==> src/rtl/fpn_pkg.sv <==
package fpn_pkg;

  // Double-precision image layout
  localparam int unsigned DBL_W      = 64;
  localparam int unsigned DBL_EXP_W  = 11;
  localparam int unsigned DBL_FRAC_W = DBL_W - DBL_EXP_W - 1;

  // Single-precision word layout
  localparam int unsigned SGL_W      = 32;
  localparam int unsigned SGL_EXP_W  = 8;
  localparam int unsigned SGL_FRAC_W = SGL_W - SGL_EXP_W - 1;

  // Mantissa with the hidden one, and the shift amount width
  localparam int unsigned MANT_W  = DBL_FRAC_W + 1;
  localparam int unsigned SHAMT_W = $clog2(MANT_W);

  // Biased-exponent thresholds that pick the narrowing path
  localparam int unsigned NORM_FLOOR   = 896;               // E above this: bit selection
  localparam int unsigned DENORM_FLOOR = NORM_FLOOR - SGL_FRAC_W + 1; // 874
  localparam int unsigned DENORM_BASE  = NORM_FLOOR + 30;   // shift = DENORM_BASE - E

  typedef enum logic [1:0] {
    PATH_ZERO   = 2'd0,
    PATH_DENORM = 2'd1,
    PATH_NORMAL = 2'd2
  } narrow_path_e;

  typedef struct packed {
    logic                  sign;
    logic [DBL_EXP_W-1:0]  exp;
    logic [DBL_FRAC_W-1:0] frac;
  } dbl_fields_t;

endpackage

==> src/rtl/fpn_path_decode.sv <==
module fpn_path_decode
  import fpn_pkg::*;
(
  input  logic [DBL_EXP_W-1:0] exp_in,
  output narrow_path_e         path,
  output logic [SHAMT_W-1:0]   shamt
);

  localparam logic [DBL_EXP_W-1:0] NORM_FLOOR_E   = DBL_EXP_W'(NORM_FLOOR);
  localparam logic [DBL_EXP_W-1:0] DENORM_FLOOR_E = DBL_EXP_W'(DENORM_FLOOR);
  // The window is narrower than 2**SHAMT_W, so the shift is computed modulo that.
  localparam logic [SHAMT_W-1:0]   BASE_MOD       = SHAMT_W'(DENORM_BASE % (1 << SHAMT_W));

  always_comb begin
    path  = PATH_ZERO;
    shamt = '0;
    if (exp_in > NORM_FLOOR_E) begin
      path = PATH_NORMAL;
    end else if (exp_in >= DENORM_FLOOR_E) begin
      path  = PATH_DENORM;
      shamt = BASE_MOD - exp_in[SHAMT_W-1:0];
    end
  end

endmodule

==> src/rtl/fpn_rshift.sv <==
module fpn_rshift #(
  parameter int unsigned IN_W  = 53,
  parameter int unsigned AMT_W = 6,
  parameter int unsigned OUT_W = 23
) (
  input  logic [IN_W-1:0]  din,
  input  logic [AMT_W-1:0] amt,
  output logic [OUT_W-1:0] dout
);

  logic [IN_W-1:0] stage [AMT_W+1];

  assign stage[0] = din;

  // Logarithmic shifter: stage g shifts by 2**g when amount bit g is set.
  for (genvar g = 0; g < AMT_W; g++) begin : g_stage
    assign stage[g+1] = amt[g] ? (stage[g] >> (1 << g)) : stage[g];
  end

  // Only the low bits are kept; shifted-out bits are discarded.
  assign dout = OUT_W'(stage[AMT_W]);

endmodule

==> src/rtl/fpn_pack.sv <==
module fpn_pack
  import fpn_pkg::*;
(
  input  dbl_fields_t            fields,
  input  narrow_path_e           path,
  input  logic [SGL_FRAC_W-1:0]  denorm_frac,
  output logic [SGL_W-1:0]       word
);

  logic [SGL_W-1:0] normal_word;
  logic [SGL_W-1:0] small_word;

  // Bit selection: sign, exponent MSB, low exponent bits, top fraction bits.
  assign normal_word = {fields.sign,
                        fields.exp[DBL_EXP_W-1],
                        fields.exp[SGL_EXP_W-2:0],
                        fields.frac[DBL_FRAC_W-1 -: SGL_FRAC_W]};

  assign small_word = {fields.sign, {SGL_EXP_W{1'b0}}, denorm_frac};

  always_comb begin
    unique case (path)
      PATH_NORMAL: word = normal_word;
      PATH_DENORM: word = small_word;
      default:     word = {fields.sign, {(SGL_W-1){1'b0}}};
    endcase
  end

endmodule

==> src/rtl/dp_to_sp_narrow.sv <==
module dp_to_sp_narrow
  import fpn_pkg::*;
(
  input  logic             clk,
  input  logic             rst_n,
  input  logic             in_valid,
  input  logic [DBL_W-1:0] in_dbl,
  output logic             out_valid,
  output logic [SGL_W-1:0] out_sgl
);

  dbl_fields_t             fields;
  narrow_path_e            path;
  logic [SHAMT_W-1:0]      shamt;
  logic [SGL_FRAC_W-1:0]   denorm_frac;
  logic [SGL_W-1:0]        packed_word;

  logic                    valid_d;
  logic                    valid_q;
  logic                    load_en;
  logic [SGL_W-1:0]        sgl_q;

  assign fields = dbl_fields_t'(in_dbl);

  fpn_path_decode u_decode (
    .exp_in (fields.exp),
    .path   (path),
    .shamt  (shamt)
  );

  fpn_rshift #(
    .IN_W  (MANT_W),
    .AMT_W (SHAMT_W),
    .OUT_W (SGL_FRAC_W)
  ) u_shift (
    .din  ({1'b1, fields.frac}),
    .amt  (shamt),
    .dout (denorm_frac)
  );

  fpn_pack u_pack (
    .fields      (fields),
    .path        (path),
    .denorm_frac (denorm_frac),
    .word        (packed_word)
  );

  // Next-state
  always_comb begin
    valid_d = in_valid;
    load_en = in_valid;
  end

  // Strobe register with asynchronous reset
  always_ff @(posedge clk or negedge rst_n) begin
    if (!rst_n) valid_q <= 1'b0;
    else        valid_q <= valid_d;
  end

  // Data register with clock enable, no reset
  always_ff @(posedge clk) begin
    if (load_en) sgl_q <= packed_word;
  end

  assign out_valid = valid_q;
  assign out_sgl   = sgl_q;

endmodule

==> config.mk <==
export PLATFORM = sky130hd
export DESIGN_NAME = dp_to_sp_narrow
export DESIGN_NICKNAME = d
export VERILOG_FILES = /design/src/rtl/fpn_pkg.sv /design/src/rtl/fpn_path_decode.sv /design/src/rtl/fpn_rshift.sv /design/src/rtl/fpn_pack.sv /design/src/rtl/dp_to_sp_narrow.sv
export SDC_FILE = /design/constraint.sdc
export NUM_CORES = 1
export LEC_CHECK = 0
export ABC_CLOCK_PERIOD_IN_PS = 800
export BUFFER_PORTS_ARGS = -buffer_cell sky130_fd_sc_hd__clkbuf_2
export CAP_MARGIN = 20
export CORE_AREA = 10 10 120 122
export CTS_CLUSTER_DIAMETER = 100
export DETAILED_ROUTE_END_ITERATION = 12
export DIE_AREA = 0 0 130 132
export PLACE_DENSITY = 0.63
export SLEW_MARGIN = 20
export SYNTH_ARGS = -nofsm -noshare
export SYNTH_HDL_FRONTEND = slang
export SYNTH_SLANG_ARGS = --single-unit
==> constraint.sdc <==
create_clock -name clk -period 0.8 [get_ports clk]
set_input_delay 0 -clock clk [delete_from_list [all_inputs] [get_ports clk]]
set_output_delay 0 -clock clk [all_outputs]
set_load 0.02 [all_outputs]
Word-level counts from Yosys, hierarchy flattened
Index checks and enable logic that the tools add are counted.
- output and inout port bits: 33
- register bits after elaboration: 33
- word-level logic and storage cells: 18
- input bits: 67
- multiplexer cells: 11
- magnitude comparators: 2
- $add $sub $neg: 1
- equal/unequal tests: 2
- operators by type and width (cell ; count):
    $mux 53 ; 5
    $pmux 31 s2 ; 1
    $mux 23 ; 1
    $mux 6 ; 2
    $ge 11x10->1 const B ; 1
    $gt 11x10->1 const B ; 1
    $sub 5x6->6 const A ; 1
    $eq 2x1->1 const B ; 1
    $eq 2x2->1 const B ; 1
    $mux 2 ; 1
    $mux 1 ; 1

Logic depth before layout (Yosys ltp)
Gate-level depths: netlist of run 1.
- depth after elaboration: 10
- gate-level depth with buffers: 16
- gate-level depth less buffers: 10

Modules after synthesis
Synthesis of run 1 repeated with hierarchy kept, for this count alone.
- cells, all modules: 470
- area, all modules: 4698.3 µm²
- by module, submodules not included (module ; area an instance (µm²) ; instances ; sequential area each (µm²) ; cells each):
    fpn_rshift ; 3076.7 ; 1 ; 0.0 ; 342
    dp_to_sp_narrow ; 989.7 ; 1 ; 985.9 ; 34
    fpn_pack ; 402.9 ; 1 ; 0.0 ; 66
    fpn_path_decode ; 229.0 ; 1 ; 0.0 ; 28

Worst setup path before layout of run 1
Ideal clock, no wire load.
- kind: input -> register
- from: in in_dbl[52]
- to: reg sgl_q[2] (netlist: out_sgl[2]) (data pin)
- required time: 0.538 ns
- setup slack: -2.072 ns
- data arrival time: 2.610 ns
- library setup time: 0.262 ns
- buffers on the path: 3
- cell stages on the path: 13
- cell sequence: buf_2 -> inv_1 -> clkbuf_1 -> buf_1 -> ha_1 -> nor4b_4 -> nand3b_4 -> nand2_4 -> nand2b_1 -> mux4_2 -> a211o_1 -> a221oi_2 -> nor3_1
- word-level cells in the longest chain between the ends: 10
- elaborated cells between the ends (all ways): 16
- those cells by class: add/sub (1); order compare (2); eq/ne (2); mux (11)
- RTL lines (element ; RTL line ; text):
    start, declared ; dp_to_sp_narrow.sv:7 ; input logic [DBL_W-1:0] in_dbl,
    $ge 11x10->1 or $sub 5x6->6 (tied branches) ; fpn_path_decode.sv:19, fpn_path_decode.sv:21 ;
    $mux 6 ; fpn_path_decode.sv:19 ; end else if (exp_in >= DENORM_FLOOR_E) begin
    $mux 6 ; fpn_path_decode.sv:17 ; if (exp_in > NORM_FLOOR_E) begin
    $mux 53 (5 in a row) ; fpn_rshift.sv:17 ; assign stage[g+1] = amt[g] ? (stage[g] >> (1 << g)) : stage[g];
    $mux 23 ; fpn_rshift.sv:17 ;
    $pmux 31 s2 * ; fpn_pack.sv:22 ; unique case (path)
    net packed_word[2] ; dp_to_sp_narrow.sv:16 ; logic [SGL_W-1:0] packed_word;
    end signal, assigned ; dp_to_sp_narrow.sv:62 ; if (load_en) sgl_q <= packed_word;
    end, declared ; dp_to_sp_narrow.sv:21 ; logic [SGL_W-1:0] sgl_q;
Mark *: on every way through the listed nets, which the timed path passes. The rest lies on a longest branch.
A chain may end at the register's enable or synchronous reset.

Worst setup path after layout of run 1
- from: in in_dbl[53]
- to: reg sgl_q[6] (netlist: out_sgl[6]) (data pin)
- word-level cells in the longest chain between the ends: 10
- elaborated cells between the ends (all ways): 16
- those cells by class: add/sub (1); order compare (2); eq/ne (2); mux (11)
- RTL lines (element ; RTL line):
    $ge 11x10->1 ; fpn_path_decode.sv:19
    $mux 6 ; fpn_path_decode.sv:19
    $mux 6 ; fpn_path_decode.sv:17
    $mux 53 (5 in a row) ; fpn_rshift.sv:17
    $mux 23 ; fpn_rshift.sv:17
    $pmux 31 s2 * ; fpn_pack.sv:22
    net packed_word[6] ; dp_to_sp_narrow.sv:16
Marked as above.

==> run_results.csv, run 1 <==
group,metric,value,unit
outcome,status,"finished with violations",
outcome,failed_checks,"setup timing",
pwr,p_total,9.37,mW
global_routing,grt_pass1_vias,7633,
synthesis,synth-edff-count,32,
pwr,p_per_area,987,nW/um2
clocking,cts_tree,"done",
synthesis,synth-seq-cells,33,
synthesis,syn-num-nets,745,
clocking,ctsRootBufferMaster,"clkbuf_16",
global_routing,track_usage,33.4,%
setup_path,startpoint_type,"primary input",
pwr,pwr-share-clk,20.1,%
place,port_buffers,98,
setup_path,critical_path.max_stage_delay,0.39,ns
setup_path,cpMostUsedCell,"buf_6",
cells_and_area,multiInputGateArea,4790,um2
routing,post_drt_via_cell_ratio,7.14,
routing,postRouteAntennaNets,0,
global_routing,globalRouteOverflowTotal,0,
timing,drv_slew,0,
setup_path,worstPathMaxFanout,6,
floorplan,die_w,130,um
synthesis,yosysSeqAreaShare,19.4,%
pwr,ir_drop,693,uV
setup_path,crit_slowest_cell,"or3_1",
clocking,cts_buffers,5,
worst_hold_path,min_path_cells,2,
cells_and_area,nets,1084,
floorplan,initial_core_util,42.6,%
place,gp_congestion,1.05,
cells_and_area,final_cell_mix,"239 x buf_4, 79 x nand2_1, 61 x clkbuf_2",
floorplan,ios,100,
setup_path,critPathBufInv,4,
synthesis,synth_cell_type_count,77,
setup_path,crit_required,0.83,ns
routing,drt_pass1_iterations,6,
worst_hold_path,hold_class,"in -> reg",
pwr,sw_frac_of_total,40.0,%
routing,vias,8300,
floorplan,rows,40,
timing,tightest_slew,0.576,ns
synthesis,ys_async_sr_fraction,3.03,%
setup_path,path_class,"in -> reg",
cells_and_area,diodes,0,
synthesis,syn_avg_cell_area,7.51,um2
routing,drt-total-wl,32700,um
floorplan,core,11900,um2
pwr,share_comb_of_total_power,57.2,%
setup_path,cp_cell_sequence,"buf_8 > o21a_4 > buf_6 > o2111ai_4 > nand2_4 > buf_6 > clkbuf_16 > o211ai_1 > nor2_1 > a21oi_2 > a211oi_2 > or3_1",
setup_path,end_kind,"flop",
pwr,p_switching,3.75,mW
synthesis,yosys_warnings,0,
setup_path,arrival,2.39,ns
global_routing,grt_first_pass_wirelength,45300,um
place,place_ws,-1.89,ns
timing,worst_slack,-1.56,ns
routing,drt_iter0_markers,1415,
cells_and_area,areaGrowthSynthToFinish,87.1,%
timing,post-route-period-util,295,%
global_routing,grt_max_degree,63,
timing,relSlewSlack,61.4,%
place,dp_cells,1084,
flow_run,maxCapViolations,0,
timing,final_hold_viol_count,0,
timing,rsz0062_at_grt,"yes",
cells_and_area,utilization,79.7,%
pwr,cellInternalPower,5.62,mW
clocking,cts.sinks,33,
routing,drc,0,
synthesis,ys_dominant_reg_cell,"edfxtp_1",
cells_and_area,drive_gt1_share,57.0,%
timing,final.setup.tns,-33.74,ns
synthesis,syn-instance-count,676,
routing,wl_per_cell,28.1,um
timing,setup_viol,44,
pwr,leakagePower,4.00,nW
worst_hold_path,min_from,"in_dbl[62]",
timing,clock.fmax,424,MHz
place,dp_hpwl,21300,um
synthesis,synth_area,5070,um2
floorplan,die-height,132,um
cells_and_area,mostFrequentLayoutCell,"buf_4",
cells_and_area,nFillCells,725,
global_routing,antenna_found_initial,0,
clocking,clk_pin_slew,0.06,ns
cells_and_area,regArea,986,um2
pwr,p_seq_share,22.7,%
cells_and_area,stdcell_count,1163,
clocking,cts.path.max_buffers,2,
setup_path,path_delay_family,"compound AO/OA/AOI/OAI gates",
clocking,cts.htree.levels,2,
worst_hold_path,hold_path_end,"out_sgl[30]$_DFFE_PP_",
timing,min_period,2.36,ns
floorplan,design.die.area,17200,um2
-- kinds of logic after synthesis --
| family | synth area share (%) |
|---|---|
| flops | 19.4 |
| xor+xnor | 1.90 |
| buf+inv | 6.98 |
| mux | 11.1 |
| simple gates | 24.3 |
| compound gates | 35.8 |
| fa+ha+maj | 0.493 |
-- per-stage QoR --
step	area (um2)	hold slack [ns]
after detailed placement	7410	-0.221
after floorplan	5270	-0.296
final	9490	0.0228
after global routing	9490	0.0259
after CTS	8630	0.0207
after global placement	7410	-0.226
-- worst max path at each step --
stage	from	endpoint	slack [ns]	depth (start not counted)
3_5_place_dp	in_dbl[52]	out_sgl[3]$_DFFE_PP_	-1.89	12
3_3_place_gp	in_dbl[52]	out_sgl[5]$_DFFE_PP_	-1.94	13
4_1_cts	in_dbl[52]	out_sgl[2]$_DFFE_PP_	-1.40	13
6_report	in_dbl[53]	out_sgl[6]$_DFFE_PP_	-1.56	12
2_1_floorplan	in_dbl[52]	out_sgl[2]$_DFFE_PP_	-1.59	13
5_1_grt	in_dbl[52]	out_sgl[2]$_DFFE_PP_	-1.62	13
-- power groups by stage --
stage / combinational [mW] / sequential (mW) / clock (mW)
after global routing: 5.51 / 2.14 / 1.96
after global placement: 3.87 / 2.14 / 0
final: 5.35 / 2.13 / 1.88
after floorplan: 1.81 / 2.33 / 0
after detailed placement: 3.92 / 2.14 / 0
after CTS: 4.55 / 2.11 / 1.89
-- synth_stat cells (3+ instances only) --
cell type  instances  area share, %
nand2_1           91            6.7
nor2_1            59            4.4
a21oi_1           48            4.7
o21ai_0           44            4.3
mux2i_1           35            6.9
edfxtp_1          32             19
nand3_1           25            2.5
nor3_1            25            2.5
o22ai_1           25            3.1
buf_2             21            2.1
clkbuf_1          20            1.5
a31oi_1           18            2.2
a211oi_1          15            2.2
o211ai_1          15            2.2
buf_4             12            1.8
nand2b_1          11            1.4
a221oi_1           9            1.6
nor2b_1            9            1.1
o221ai_1           9            1.6
a22oi_1            8            1.2
and3_1             8           0.99
buf_1              8           0.59
o21ai_1            8           0.79
inv_1              7           0.52
mux2_2             7            1.6
mux4_2             6            2.7
a221o_1            5           0.99
or3_1              5           0.62
o21a_1             4           0.59
o22a_1             4           0.69
a211o_1            3           0.52
a21o_1             3           0.44
a221oi_2           3           0.89
a22o_1             3           0.52
a2bb2oi_1          3           0.52
a32oi_1            3           0.52
and2_1             3           0.37
o2bb2ai_1          3           0.52
o311a_1            3           0.59
o31a_1             3           0.52
o32ai_1            3           0.52
xnor2_1            3           0.52
xor2_1             3           0.52
-- registers in the layout, summed over array words and instances, names as in the netlist --
register / cells
out_sgl: 32
out_valid: 1
-- cell type report --
cell class              count  area share (%)
clock inverters             3           0.185
inverters                   7           0.303
well taps                 147            1.94
flip-flops and latches     33            10.4
multi-input cells         572            50.5
repair buffers            396            35.4
clock buffers               5            1.32
-- per-layer routing --
metal	track usage (%)	routed length [um]
met1	42.6	11100
met2	51.9	14100
met3	7.80	4820
met4	15.4	2590
met5	0	0
-- what timing repair did --
action / CTS / global route
hold endpoints to repair: 2 / 0
hold buffers: 2 / 0
setup buffers: 41 / 29
gates cloned: 4 / 3
pin swaps: 74 / 60
gates resized for setup: 138 / 182
endpoints found under the setup margin: 48 / 58
Note: power is estimated with default switching activity, not from simulation.
==> inputs of run 2 (changes only) <==
--- a/config.mk
+++ b/config.mk
@@ -12,7 +12,6 @@
 export CTS_CLUSTER_DIAMETER = 100
 export DETAILED_ROUTE_END_ITERATION = 12
 export DIE_AREA = 0 0 130 132
-export PLACE_DENSITY = 0.63
 export SLEW_MARGIN = 20
 export SYNTH_ARGS = -nofsm -noshare
 export SYNTH_HDL_FRONTEND = slang
==> run_results.csv, run 2 (synthesized netlist as in run 1, its figures left out) <==
group,metric,value,unit
clocking,ctsRootBufferMaster,"clkbuf_16",
cells_and_area,largest_reg_flops,32,
routing,wl_per_cell,26.3,um
setup_path,crit_required,0.91,ns
cells_and_area,final_cell_mix,"251 x buf_4, 83 x nand2_1, 62 x clkbuf_2",
clocking,cts.path.max_buffers,2,
place,port_buffers,98,
cells_and_area,areaGrowthSynthToFinish,84.1,%
timing,setup_viol,42,
cells_and_area,mostFrequentLayoutCell,"buf_4",
global_routing,grt_max_degree,59,
routing,drt_iter0_markers,1097,
global_routing,grt_pass1_vias,7706,
setup_path,critical_path.max_stage_delay,0.29,ns
setup_path,startpoint_type,"primary input",
timing,rsz0062_at_grt,"yes",
clocking,cts.sinks,33,
global_routing,grt_first_pass_wirelength,45300,um
clocking,clk_pin_slew,0.06,ns
cells_and_area,stdcell_count,1170,
pwr,ir_drop,627,uV
cells_and_area,utilization,78.4,%
flow_run,maxCapViolations,0,
setup_path,worstPathMaxFanout,11,
routing,drt_pass1_iterations,5,
floorplan,initial_core_util,42.6,%
timing,relSlewSlack,52.8,%
cells_and_area,nets,1091,
setup_path,arrival,2.48,ns
floorplan,core,11900,um2
setup_path,path_class,"in -> reg",
clocking,cts.htree.levels,2,
global_routing,track_usage,33.8,%
setup_path,crit_slowest_cell,"o211ai_1",
setup_path,cp_cell_sequence,"buf_8 > buf_6 > inv_4 > ha_4 > nor4b_4 > buf_4 > nand3b_4 > buf_4 > a21oi_4 > buf_12 > buf_4 > nor2_1 > buf_4 > o211ai_1 > a41oi_2 > o21ai_2",
worst_hold_path,hold_class,"in -> async",
floorplan,design.die.area,17200,um2
routing,drc,0,
routing,drt-total-wl,30800,um
place,dp_hpwl,22100,um
outcome,status,"finished with violations",
routing,vias,7908,
timing,clock.fmax,422,MHz
cells_and_area,diodes,0,
setup_path,cpMostUsedCell,"buf_4",
cells_and_area,drive_gt1_share,54.7,%
setup_path,end_kind,"flop",
place,dp_cells,1115,
timing,final_hold_viol_count,0,
global_routing,antenna_found_initial,0,
pwr,p_per_area,1010,nW/um2
timing,hold_ws,0.0141,ns
timing,tightest_slew,0.697,ns
place,gp_congestion,1.04,
outcome,failed_checks,"setup timing",
timing,drv_slew,0,
timing,min_period,2.37,ns
timing,worst_slack,-1.57,ns
floorplan,ios,100,
setup_path,startpoint,"in_dbl[52]",
timing,post-route-period-util,296,%
floorplan,die_w,130,um
setup_path,crit_end,"out_sgl[7]$_DFFE_PP_",
pwr,p_total,9.46,mW
pwr,leakagePower,4.03,nW
routing,post_drt_via_cell_ratio,6.76,
routing,postRouteAntennaNets,0,
floorplan,rows,40,
clocking,cts_tree,"done",
floorplan,die-height,132,um
clocking,cts_buffers,5,
global_routing,globalRouteOverflowTotal,0,
## run 2: changes by cell type in the layout (fill, tap and decap cells not counted), sizes merged
| cell | change |
|---|---|
| bufbuf | +3 |
| clkinv | -1 |
| buf | +7 |
| bufinv | +1 |
| clkinvlp | -1 |
| clkbuf | -2 |
## run 2: timing repair
item                       4_1_cts  5_1_grt
resized for setup              138      119
hold buffers                     2        0
pin swaps                       56       37
setup endpoints to repair       50       58
hold endpoints to repair         2        0
cloned                           6        0
setup buffers                   28       14
## run 2: power by group
| part | internal [mW] | switching, mW | leakage (nW) | total [mW] |
|---|---|---|---|---|
| combinational | 2.36 | 2.77 | 3.63 | 5.13 |
| clock | 1.46 | 0.743 | 0.0785 | 2.20 |
| sequential | 2.07 | 0.0532 | 0.321 | 2.12 |
| total | 5.89 | 3.57 | 4.03 | 9.46 |
## run 2: critical path: cells and delay by family
| kind | cells | cell delay, ns |
|---|---|---|
| adder cells (fa/ha/maj) | 1 | 0.11 |
| buffers and inverters | 8 | 1.07 |
| AND/OR/NAND/NOR | 3 | 0.42 |
| AO/OA/AOI/OAI | 4 | 0.88 |
## run 2: layout make-up
cell class | count | area, um2
sequential | 33 | 986
inverter | 7 | 28.8
clock inverter | 2 | 33.8
multi-input combinational | 572 | 4610
timing repair buffer | 403 | 3370
clock buffer | 6 | 129
tap | 147 | 184
fill | 781 | 2570
## run 2: metrics by stage
| stage | area (um2) | setup WS, ns | setup TNS (ns) |
|---|---|---|---|
| floorplan | 5270 | -1.59 | -34.52 |
| global placement | 7670 | -1.93 | -43.13 |
| detailed placement | 7670 | -2.04 | -44.64 |
| CTS | 8880 | -1.40 | -31.57 |
| global route | 9340 | -1.60 | -36.44 |
| finish | 9340 | -1.57 | -34.53 |
## run 2: routing by layer
layer  GRT usage [%]  vias up  wire length [um]
met5               0        -                 0
met4            15.3        0              1890
met3            8.09      193              3860
met2            52.0      708             13500
met1            43.6     3694             11500
li1                -     3313                 -
## run 2: worst min-delay path by stage
stage	endpoint	slack, ns	depth (start not counted)
2_1_floorplan	out_valid$_DFF_PN0_	-0.30	0
3_3_place_gp	out_valid$_DFF_PN0_	-0.22	1
3_5_place_dp	out_valid$_DFF_PN0_	-0.22	1
4_1_cts	out_valid$_DFF_PN0_	0.02	2
5_1_grt	out_valid$_DFF_PN0_	0.03	2
6_report	out_valid$_DFF_PN0_	0.01	2
